**config.mk**
```make
export PLATFORM = sky130hd
export DESIGN_NAME = cell_pixel_serializer
export DESIGN_NICKNAME = d
export VERILOG_FILES = /design/src/rtl/cell_pixel_serializer.sv
export SDC_FILE = /design/constraint.sdc
export NUM_CORES = 1
export LEC_CHECK = 0
export BUFFER_PORTS_ARGS = -buffer_cell sky130_fd_sc_hd__buf_2
export CAP_MARGIN = 15
export CORE_MARGIN = 2
export CORE_UTILIZATION = 40
export CTS_CLUSTER_DIAMETER = 200
export DETAILED_ROUTE_END_ITERATION = 8
export PLACE_DENSITY = 0.85
export RECOVER_POWER = 25
export SYNTH_ARGS = -nofsm -noshare
export SYNTH_HDL_FRONTEND = slang
export SYNTH_SLANG_ARGS = --single-unit
```
**constraint.sdc**
```tcl
create_clock -name clk -period 1.6 [get_ports clk]
set_clock_uncertainty 0.15 [all_clocks]
set_input_delay 0.08 -clock clk [delete_from_list [all_inputs] [get_ports clk]]
set_output_delay 0.08 -clock clk [all_outputs]
set_load 0.01 [all_outputs]
```
**src/rtl/cell_pixel_serializer.sv**
```systemverilog
module cell_pixel_serializer (
  input  logic        clk,
  input  logic        rst_n,
  input  logic [7:0]  pat_byte,
  input  logic [11:0] cell_word,
  input  logic [3:0]  bg_col,
  input  logic [3:0]  xbg1_col,
  input  logic [3:0]  xbg2_col,
  input  logic        bitmap_mode,
  input  logic        multi_en,
  output logic [3:0]  pix_col,
  output logic [2:0]  cell_phase
);

  logic [2:0] phase;
  logic [7:0] sh;
  logic       mc_cell;
  logic [3:0] mc_col;
  logic [3:0] hr_col;

  assign mc_cell = multi_en & (bitmap_mode | cell_word[11]);

  always_ff @(posedge clk or negedge rst_n) begin
    if (!rst_n) begin
      phase <= 3'd0;
      sh    <= 8'h00;
    end else begin
      phase <= phase + 3'd1;
      if (phase == 3'd7)
        sh <= pat_byte;
      else if (mc_cell) begin
        if (phase[0])
          sh <= {sh[5:0], 2'b00};
      end else
        sh <= {sh[6:0], 1'b0};
    end
  end

  always_comb begin
    case (sh[7:6])
      2'b00:   mc_col = bg_col;
      2'b01:   mc_col = bitmap_mode ? cell_word[7:4] : xbg1_col;
      2'b10:   mc_col = bitmap_mode ? cell_word[3:0] : xbg2_col;
      default: mc_col = bitmap_mode ? cell_word[11:8] : {1'b0, cell_word[10:8]};
    endcase
  end

  assign hr_col     = sh[7] ? cell_word[11:8] : bg_col;
  assign pix_col    = mc_cell ? mc_col : hr_col;
  assign cell_phase = phase;

endmodule


```
==> run summary, run 1 <==
total grt overflow - 0
post-route antenna net violation count - 0
filler instances - 169
post-synth net total - 135
vias - 927
Mapped Area - 846 µm²
Max Freq - 586 MHz
Detailed Route Iter0 Violations - 12
r2r startpoint - cell_phase[1]
endpoints failing setup - 4
Cell variety after synth - 31
Worst Tran Pin Value - 0.609 ns
EDFF count, synth - 0
crit-path cells - nor2b_1, a21oi_1, a211oi_2, buf_2
DP Wirelength - 1.56 mm
htree depth - 1
Critical Path Start - sh[6]
TritonCTS buffer count - 3
IO Count - 43
Multi-input gate area - 561 µm²
Die Ht - 50.0 µm
Max VDD drop - 491 µV
# nets final - 191
total track usage - 18.5%
Primary FF master, synth - dfrtp_1
Post-Synthesis Cells - 97
Initial Util - 42.7%
# diodes - 0
first-pass GRT wire length - 3.62 mm
clk_lat worst skew - 0.27 ns
RSZ-0062 raised after global routing - true
CTS tree - built
CTS Sinks - 11
worst setup slack after layout - -0.106 ns
die width - 50.0 µm
max_slew headroom - 59.4%
hold slack - 0.164 ns
largest net degree at the start of global routing - 17
crit-path max cell delay - 0.43 ns
Hold Crit Class - input port to async pin
FFs w/ async S/R, synth - 100%
dpl cells - 162
Area Growth Syn to Fin - 49.9%
gpl congestion - 0.796
Avg Cell Area, Syn - 8.72 µm²
outcome - complete, but fails checks
number of synthesis warnings - 0
Critical Path Slowest Stage Cell - dfrtp_2
crit path DAT - 1.48 ns
Seq/Total Area, Yosys - 32.5%
critical path class - flip-flop to output port
number of cell rows - 16
vias in the first global route - 917
port bufs - 42
Slew Limit Fails - 0
Pre-Repair DR Iteration Count - 5
post-layout min period - 1.71 ns
clock slew at reported path FFs - 0.07 ns
Post-Layout Cell Count - 179
Hold Vio Cnt, Final - 0
wire per inst - 12.7 µm
Root Buffer - clkbuf_4
fin crit share - 107%
Worst Setup EP - pix_col[1]
drt total wl - 2.27 mm
Pleak - 0.592 nW
Storage cell area - 279 µm²
CP Capture Type - output port
setup TNS - -0.335 ns
CORE AREA - 1980 µm²
Pwr Total - 0.761 mW
Total Die Area - 2500 µm²
max_cap viols - 0
Critical Path RT - 1.37 ns
synthesized flop and latch total - 11
DRC errors left - 0
reg2reg end - sh[0]
failing checks - negative setup slack
layout cells sized above 1 - 46.1%
CP Max Fanout - 6
PwrDens - 600 nW/µm²
FF-to-FF path depth - 4
vias per std cell - 5.18
initial antenna violation count - 0
reg-to-reg setup timing slack - 0.16 ns
Critical Path Start Type - flip-flop
clk buf depth - 2
sequential cells by signal, indices dropped and copies added, names as in the netlist:
| register | cells |
|---|---|
| sh | 8 |
| cell_phase | 3 |
cell usage after synthesis, types with 2 or more instances:
library cell	n	share of area, %
mux2_2	4	5.3
o21ai_0	3	1.8
nand2b_1	2	1.5
buf_4	2	1.8
a21oi_1	2	1.2
nand2_1	11	4.9
inv_1	3	1.3
nor2b_1	8	5.9
a211oi_1	8	7.1
clkbuf_1	2	0.89
mux2i_1	2	2.4
dfrtp_1	11	33
a22oi_1	2	1.8
o31ai_1	6	5.3
buf_2	2	1.2
o22ai_1	2	1.5
nor2_1	7	3.1
o211a_1	2	2.4
ha_1	2	3.0
o211ai_1	3	2.7
nor3_1	3	1.8
worst max-delay path, delay by kind of cell, from the launching register on:
kind                   cells  cell delay [ns]
flip-flops                 1             0.43
AO/OA/AOI/OAI              2             0.36
AND/OR/NAND/NOR            1             0.25
buffers and inverters      1             0.16
where the power goes:
part	total [mW]	switching (mW)	internal (mW)	leakage, nW
logic	0.257	0.116	0.141	0.446
clock network	0.191	0.0979	0.0927	0.0177
registers	0.313	0.0173	0.296	0.128
total	0.761	0.232	0.529	0.592
placed cells by master, fill, tap and decap left out, types with 2 or more instances in the layout:
| cell | netlist | final |
|---|---|---|
| o22ai_2 | 0 | 2 |
| dlygate4sd3_1 | 0 | 9 |
| o211ai_1 | 3 | 3 |
| nor2b_1 | 8 | 7 |
| nor3_1 | 3 | 3 |
| buf_2 | 2 | 41 |
| clkbuf_4 | 0 | 3 |
| a211oi_1 | 8 | 6 |
| inv_1 | 3 | 2 |
| a211oi_2 | 0 | 2 |
| a21oi_1 | 2 | 2 |
| dfrtp_1 | 11 | 8 |
| dfrtp_2 | 0 | 3 |
| mux2i_1 | 2 | 2 |
| mux2_2 | 4 | 4 |
| o21ai_0 | 3 | 2 |
| o211a_1 | 2 | 2 |
| nor2_1 | 7 | 7 |
| nand2_1 | 11 | 11 |
| o31ai_1 | 6 | 6 |
| buf_4 | 2 | 6 |
metal layers:
layer / vias to the layer above / share of wire (%) / GRT usage, %
met5: - / 0 / 0
met4: 0 / 0.66 / 5.56
met3: 3 / 8.4 / 3.94
met2: 47 / 47 / 35.3
met1: 403 / 44 / 19.8
li1: 474 / - / -
cell type report:
| cell class | count | area share (%) |
|---|---|---|
| multi-input combinational | 76 | 44.2 |
| timing repair buffer | 58 | 28.0 |
| sequential | 11 | 22.0 |
| tap | 27 | 2.67 |
| clock buffer | 3 | 1.78 |
| inverter | 3 | 0.888 |
| clock inverter | 1 | 0.395 |
cells by family (layout without fill, tap and decap cells):
| group | after synthesis | after routing | synth area share, % |
|---|---|---|---|
| DFF | 11 | 11 | 32.5 |
| adders and majority gates | 2 | 2 | 2.96 |
| muxes | 7 | 7 | 9.47 |
| buffers and inverters | 10 | 65 | 6.51 |
| and+or+nand+nor | 33 | 33 | 18.5 |
| AOI/OAI and AO/OA | 34 | 34 | 30.0 |
how the worst min path moves through the flow:
stage,slack (ns),startpoint,endpoint
floorplan,-0.37,rst_n,cell_phase[0]
global placement,-0.19,rst_n,sh[0]
detailed placement,-0.19,rst_n,sh[3]
CTS,0.04,rst_n,sh[3]
global route,0.24,rst_n,sh[3]
finish,0.16,rst_n,sh[3]
what timing repair did:
item | 4_1_cts | 5_1_grt
pin swaps | 1 | 5
endpoints found under the hold margin | 19 | 0
setup buffers | 4 | 0
resized for setup | 7 | 9
endpoints found under the setup margin | 4 | 5
hold buffers | 9 | 0
stage by stage:
stage / setup WS (ns) / util (%) / instance area [µm²]
2_1_floorplan: 0.0196 / - / 858
3_3_place_gp: 0.0949 / 54.0 / 1070
3_5_place_dp: 0.0261 / 54.0 / 1070
4_1_cts: -0.123 / 62.1 / 1230
5_1_grt: -0.213 / 64.0 / 1270
6_report: -0.106 / 64.0 / 1270
Power figures use the tool's default switching activity.
==> run 2: changes to the inputs <==
--- a/config.mk
+++ b/config.mk
@@ -13,6 +13,7 @@
 export DETAILED_ROUTE_END_ITERATION = 8
 export PLACE_DENSITY = 0.85
 export RECOVER_POWER = 25
+export SETUP_SLACK_MARGIN = 0.2
 export SYNTH_ARGS = -nofsm -noshare
 export SYNTH_HDL_FRONTEND = slang
 export SYNTH_SLANG_ARGS = --single-unit
==> run 2 against run 1 <==
The flow still finishes with violations (negative setup slack). Register-to-register slack improved by 0.10 ns. Clock power barely moved. Sequential share of layout area fell by 0.53 points. Worst hold slack improved by 0.012 ns.
==> run summary, run 2 (synthesized netlist as in run 1, its figures left out) <==
layout cells sized above 1 - 45.8% (-0.25 points)
TritonCTS buffer count - 3 (unchanged)
htree depth - 1 (unchanged)
reg2reg end - sh[0]
crit path DAT - 1.47 ns (about the same)
Crit path top cell by count - buf_6
FF-to-FF path depth - 4 (unchanged)
vias - 965 (+4.1%)
gpl congestion - 0.762 (-4.3%)
Die Ht - 50.0 µm (unchanged)
Slew Limit Fails - 0 (unchanged)
most frequent cells in the layout - buf_2 (41), nand2_1 (11), dlygate4sd3_1 (9), dfrtp_1 (8), buf_4 (8)
WP depth - 6 (+2)
fin crit share - 106% (-0.65 points)
RSZ-0062 raised after global routing - true
WP buf/inv - 3 (+2)
max_cap viols - 0 (unchanged)
r2r startpoint - cell_phase[1]
Critical Path Start Type - flip-flop
Total Die Area - 2500 µm² (unchanged)
Critical Path RT - 1.37 ns (about the same)
total grt overflow - 0 (unchanged)
number of cell rows - 16 (unchanged)
Area after DPL - 1090 µm² (+2.3%)
CTS Sinks - 11 (unchanged)
PwrDens - 586 nW/µm² (-2.5%)
clock slew at reported path FFs - 0.07 ns (about the same)
outcome - complete, but fails checks
Detailed Route Iter0 Violations - 17 (+5)
Area Growth Syn to Fin - 53.6%
Pre-Repair DR Iteration Count - 4 (-1)
CORE AREA - 1980 µm² (unchanged)
post-layout min period - 1.70 ns (-0.0104 ns)
vias per std cell - 5.30 (+2.4%)
total track usage - 19.2% (+0.71 points)
first-pass GRT wire length - 3.76 mm (+3.8%)
clk buf depth - 2 (unchanged)
CP Capture Type - output port
Hold Vio Cnt, Final - 0 (unchanged)
Pleak - 0.598 nW (+1.0%)
wire per inst - 13.1 µm (+3.1%)
max_slew headroom - 57.9% (-1.5 points)
post-route antenna net violation count - 0 (unchanged)
Max VDD drop - 457 µV (-7.0%)
most common cell after layout, fill and taps aside - buf_2
Max Freq - 590 MHz (+0.61%)
dpl cells - 162 (unchanged)
CTS tree - built
placement-stage worst setup slack - 0.0845 ns (+0.0584 ns)
hold slack - 0.176 ns (+0.0122 ns)
family with the most delay on the worst path - flip-flops
Hold Crit Class - input port to async pin
setup TNS - -0.258 ns (+0.0767 ns)
DP Wirelength - 1.69 mm (+8.4%)
reg-to-reg setup timing slack - 0.26 ns (+0.10 ns)
endpoints failing setup - 4 (unchanged)
critical path class - flip-flop to output port
Initial Util - 42.7% (unchanged)
die width - 50.0 µm (unchanged)
Critical Path Slowest Stage Cell - dfrtp_2
IO Count - 43 (unchanged)
# nets final - 194 (+1.6%)
most flop-heavy register - sh
clk_lat worst skew - 0.27 ns (about the same)
Root Buffer - clkbuf_4
largest net degree at the start of global routing - 17 (unchanged)
vias in the first global route - 918 (+0.11%)
port bufs - 42 (unchanged)
Largest register FFs - 8 (unchanged)
drt total wl - 2.38 mm (+4.8%)
# diodes - 0 (unchanged)
initial antenna violation count - 0 (unchanged)
failing checks - negative setup slack
crit-path max cell delay - 0.44 ns (about the same)
Worst Tran Pin Value - 0.632 ns (+0.0231 ns)
Final Cell Area - 1300 µm² (+2.5%)
worst setup slack after layout - -0.0953 ns (+0.0104 ns)
Post-Layout Cell Count - 182 (+1.7%)
crit-path cells - buf_6, buf_6, nand4_1, o21ai_1, o31a_1, buf_2
DRC errors left - 0 (unchanged)
CP Max Fanout - 6 (unchanged)
-- run 2: stage by stage --
step / total power [mW] / utilization, %
floorplan: 0.437 / -
global placement: 0.511 / 55.2
detailed placement: 0.517 / 55.2
CTS: 0.740 / 62.5
global route: 0.806 / 65.5
finish: 0.760 / 65.5
-- run 2: timing repair --
item | CTS | global route
buffers inserted | 3 | 4
resized for setup | 4 | 10
pin swaps | 0 | 2
hold endpoints to repair | 19 | 0
hold buffers | 9 | 0
setup endpoints to repair | 4 | 5
-- run 2: layout make-up --
cell class / instances / area, µm²
Inverter: 3 / 11.3
Clock buffer: 4 / 26.3
Fill cell: 175 / 683
Sequential cell: 11 / 279
Timing Repair Buffer: 61 / 382
Multi-Input combinational cell: 76 / 567
Tap cell: 27 / 33.8
-- run 2: worst max-delay path by stage --
stage | slack, ns | to | from
CTS | -0.1 | pix_col[2] | sh[6]
global route | -0.17 | pix_col[1] | sh[6]
finish | -0.1 | pix_col[3] | sh[6]
global placement | 0.15 | pix_col[2] | sh[6]
floorplan | 0.09 | sh[0] | cell_phase[0]
detailed placement | 0.08 | pix_col[0] | sh[6]
-- run 2: layer usage --
layer  share of wire [%]  global-route usage (%)  vias to the layer above
met3                 8.0                    4.85                        3
met4                 1.1                    9.26                        0
li1                    -                       -                      479
met1                  41                    20.6                      441
met5                   0                       0                        -
met2                  50                    34.4                       42
-- run 2: report_power, final --
group          internal [mW]  total, mW  switching (mW)
registers              0.296      0.312          0.0164
clock network         0.0966      0.192          0.0954
logic                  0.143      0.257           0.114
total                  0.535      0.760           0.226
==> run 3: changes to the inputs <==
==> constraint.sdc (replaced) <==
create_clock -name clk -period 1.6 [get_ports clk]
set_clock_uncertainty 0.15 [all_clocks]
set_input_delay 0 -clock clk [delete_from_list [all_inputs] [get_ports clk]]
set_output_delay 0 -clock clk [all_outputs]
set_load 0.01 [all_outputs]
==> run 3 against run 2 <==
Routed wire length up 9.1%. Fmax grew 3.5%. Die area unchanged. Worst setup slack better by 0.057 ns. Sequential power increased by 1%. Largest cell class unchanged. Critical endpoint unchanged. Largest power group unchanged. Design area grew 3.9%. The run still ends with negative setup slack left. Global-route usage increased by 0.11 points.
==> run summary, run 3 (synthesized netlist as in run 1, its figures left out) <==
outcome - complete, but fails checks
failing checks - negative setup slack
Total Die Area - 2500 µm² (unchanged)
fin crit share - 102% (-3.6 points)
Area after DPL - 1090 µm² (unchanged)
Post-Layout Cell Count - 184 (+1.1%)
Hold Vio Cnt, Final - 0 (unchanged)
Detailed Route Iter0 Violations - 20 (+3)
htree depth - 1 (unchanged)
number of cell rows - 16 (unchanged)
max_cap viols - 0 (unchanged)
endpoints failing setup - 1 (-3)
largest net degree at the start of global routing - 17 (unchanged)
crit path DAT - 1.49 ns (+0.02 ns)
Initial Util - 42.7% (unchanged)
DRC errors left - 0 (unchanged)
Final Cell Area - 1350 µm² (+3.9%)
Slew Limit Fails - 0 (unchanged)
vias - 1008 (+4.5%)
worst setup slack after layout - -0.0382 ns (+0.0571 ns)
drt total wl - 2.60 mm (+9.1%)
top sig layer - met4
gpl congestion - 0.752 (-1.2%)
Worst Tran Pin Value - 0.607 ns (-0.0248 ns)
Critical Path Start Type - flip-flop
DP Wirelength - 1.67 mm (-1.3%)
FF-to-FF path depth - 4 (unchanged)
total grt overflow - 0 (unchanged)
most flop-heavy register - sh
critical path class - flip-flop to output port
vias in the first global route - 956 (+4.1%)
TritonCTS buffer count - 3 (unchanged)
filler instances - 177 (+1.1%)
Largest register FFs - 8 (unchanged)
CTS Sinks - 11 (unchanged)
setup TNS - -0.0382 ns (+0.220 ns)
vias per std cell - 5.48 (+3.3%)
post-route antenna net violation count - 0 (unchanged)
CP Capture Type - output port
dpl cells - 162 (unchanged)
Critical Path Slowest Stage Cell - dfrtp_2
CORE AREA - 1980 µm² (unchanged)
Pleak - 0.628 nW (+4.9%)
Hold Crit Class - input port to async pin
layout cells sized above 1 - 48.4% (+2.6 points)
CP Max Fanout - 8 (+2)
Max Freq - 610 MHz (+3.5%)
initial antenna violation count - 0 (unchanged)
crit-path max cell delay - 0.46 ns (+0.02 ns)
max_slew headroom - 59.5% (+1.7 points)
PwrDens - 573 nW/µm² (-2.2%)
most common cell after layout, fill and taps aside - buf_2
clk_lat worst skew - 0.27 ns (about the same)
met1 wire length - 1.03 mm (+4.8%)
Critical Path RT - 1.45 ns (+0.08 ns)
Pre-Repair DR Iteration Count - 4 (unchanged)
Root Buffer - clkbuf_4
wire per inst - 14.1 µm (+7.9%)
first-pass GRT wire length - 3.86 mm (+2.6%)
most frequent cells in the layout - buf_2 (41), nand2_1 (11), dlygate4sd3_1 (9), buf_4 (9)
Die Ht - 50.0 µm (unchanged)
# diodes - 0 (unchanged)
RSZ-0062 raised after global routing - true
total track usage - 19.3% (+0.11 points)
Area Growth Syn to Fin - 59.5%
Max VDD drop - 506 µV (+11%)
crit-path cells - nor2b_2, o2bb2ai_1, o31a_1, buf_2
met3 wire len - 178 µm (-6.8%)
Routed met2 length - 1.35 mm (+15%)
port bufs - 42 (unchanged)
# nets final - 196 (+1.0%)
clk buf depth - 2 (unchanged)
clock slew at reported path FFs - 0.07 ns (about the same)
CTS tree - built
die width - 50.0 µm (unchanged)
IO Count - 43 (unchanged)
post-layout min period - 1.64 ns (-0.0571 ns)
==> run 3: cell types whose count changed in the layout (fill, tap and decap cells not counted), sizes merged <==
cell and change:
buf +2
==> run 3: power by group <==
part | switching [mW] | leakage, nW | total, mW | internal, mW
logic | 0.117 | 0.484 | 0.261 | 0.145
registers | 0.0204 | 0.128 | 0.316 | 0.296
clock network | 0.0986 | 0.0150 | 0.195 | 0.0967
==> run 3: worst max-delay path: cells and delay by family, from the launching register on <==
family / cells / cell delay [ns]
buffers and inverters: 1 / 0.14
flip-flops: 1 / 0.46
AO/OA/AOI/OAI: 2 / 0.42
AND/OR/NAND/NOR: 1 / 0.19
==> run 3: path summary, 6_finish.rpt <==
kind | slack [ns] | end | from
max in group asynchronous | 0.77 | cell_phase[0] | rst_n
min | 0.1 | sh[1] | rst_n
min reg2reg | 0.39 | cell_phase[1] | cell_phase[0]
max | -0.04 | pix_col[3] | sh[6]
min in group clk | 0.18 | sh[5] | multi_en
max reg2reg | 0.20 | sh[2] | cell_phase[0]
==> run 3: metal layers <==
layer | track usage [%] | vias to the layer above
met1 | 23.4 | 473
met4 | 5.56 | 0
met2 | 34.2 | 44
li1 | - | 486
met5 | 0 | -
met3 | 3.64 | 5
==> run 3: through the flow <==
stage               hold slack (ns)  utilization (%)  power (mW)  worst slack, ns
floorplan                    -0.446                -       0.437           0.0901
global placement             -0.272             55.2       0.511            0.228
detailed placement           -0.265             55.2       0.520            0.153
CTS                           0.171             63.6       0.747         -0.00540
global route                  0.172             68.1       0.818           -0.102
finish                       0.0957             68.1       0.773          -0.0382
==> run 3: layout make-up <==
type / count / area, µm² / share of cell area [%]
Inverter: 3 / 11.3 / 0.835
Sequential cell: 11 / 279 / 20.7
Multi-Input combinational cell: 76 / 598 / 44.3
Clock buffer: 4 / 26.3 / 1.95
Tap cell: 27 / 33.8 / 2.50
Timing Repair Buffer: 63 / 400 / 29.7
==> run 3: timing repair <==
item,in CTS,in global routing
endpoints found under the setup margin,4,8
resized for setup,5,15
hold buffers,10,0
setup buffers,3,6
pin swaps,3,4
hold endpoints to repair,19,0
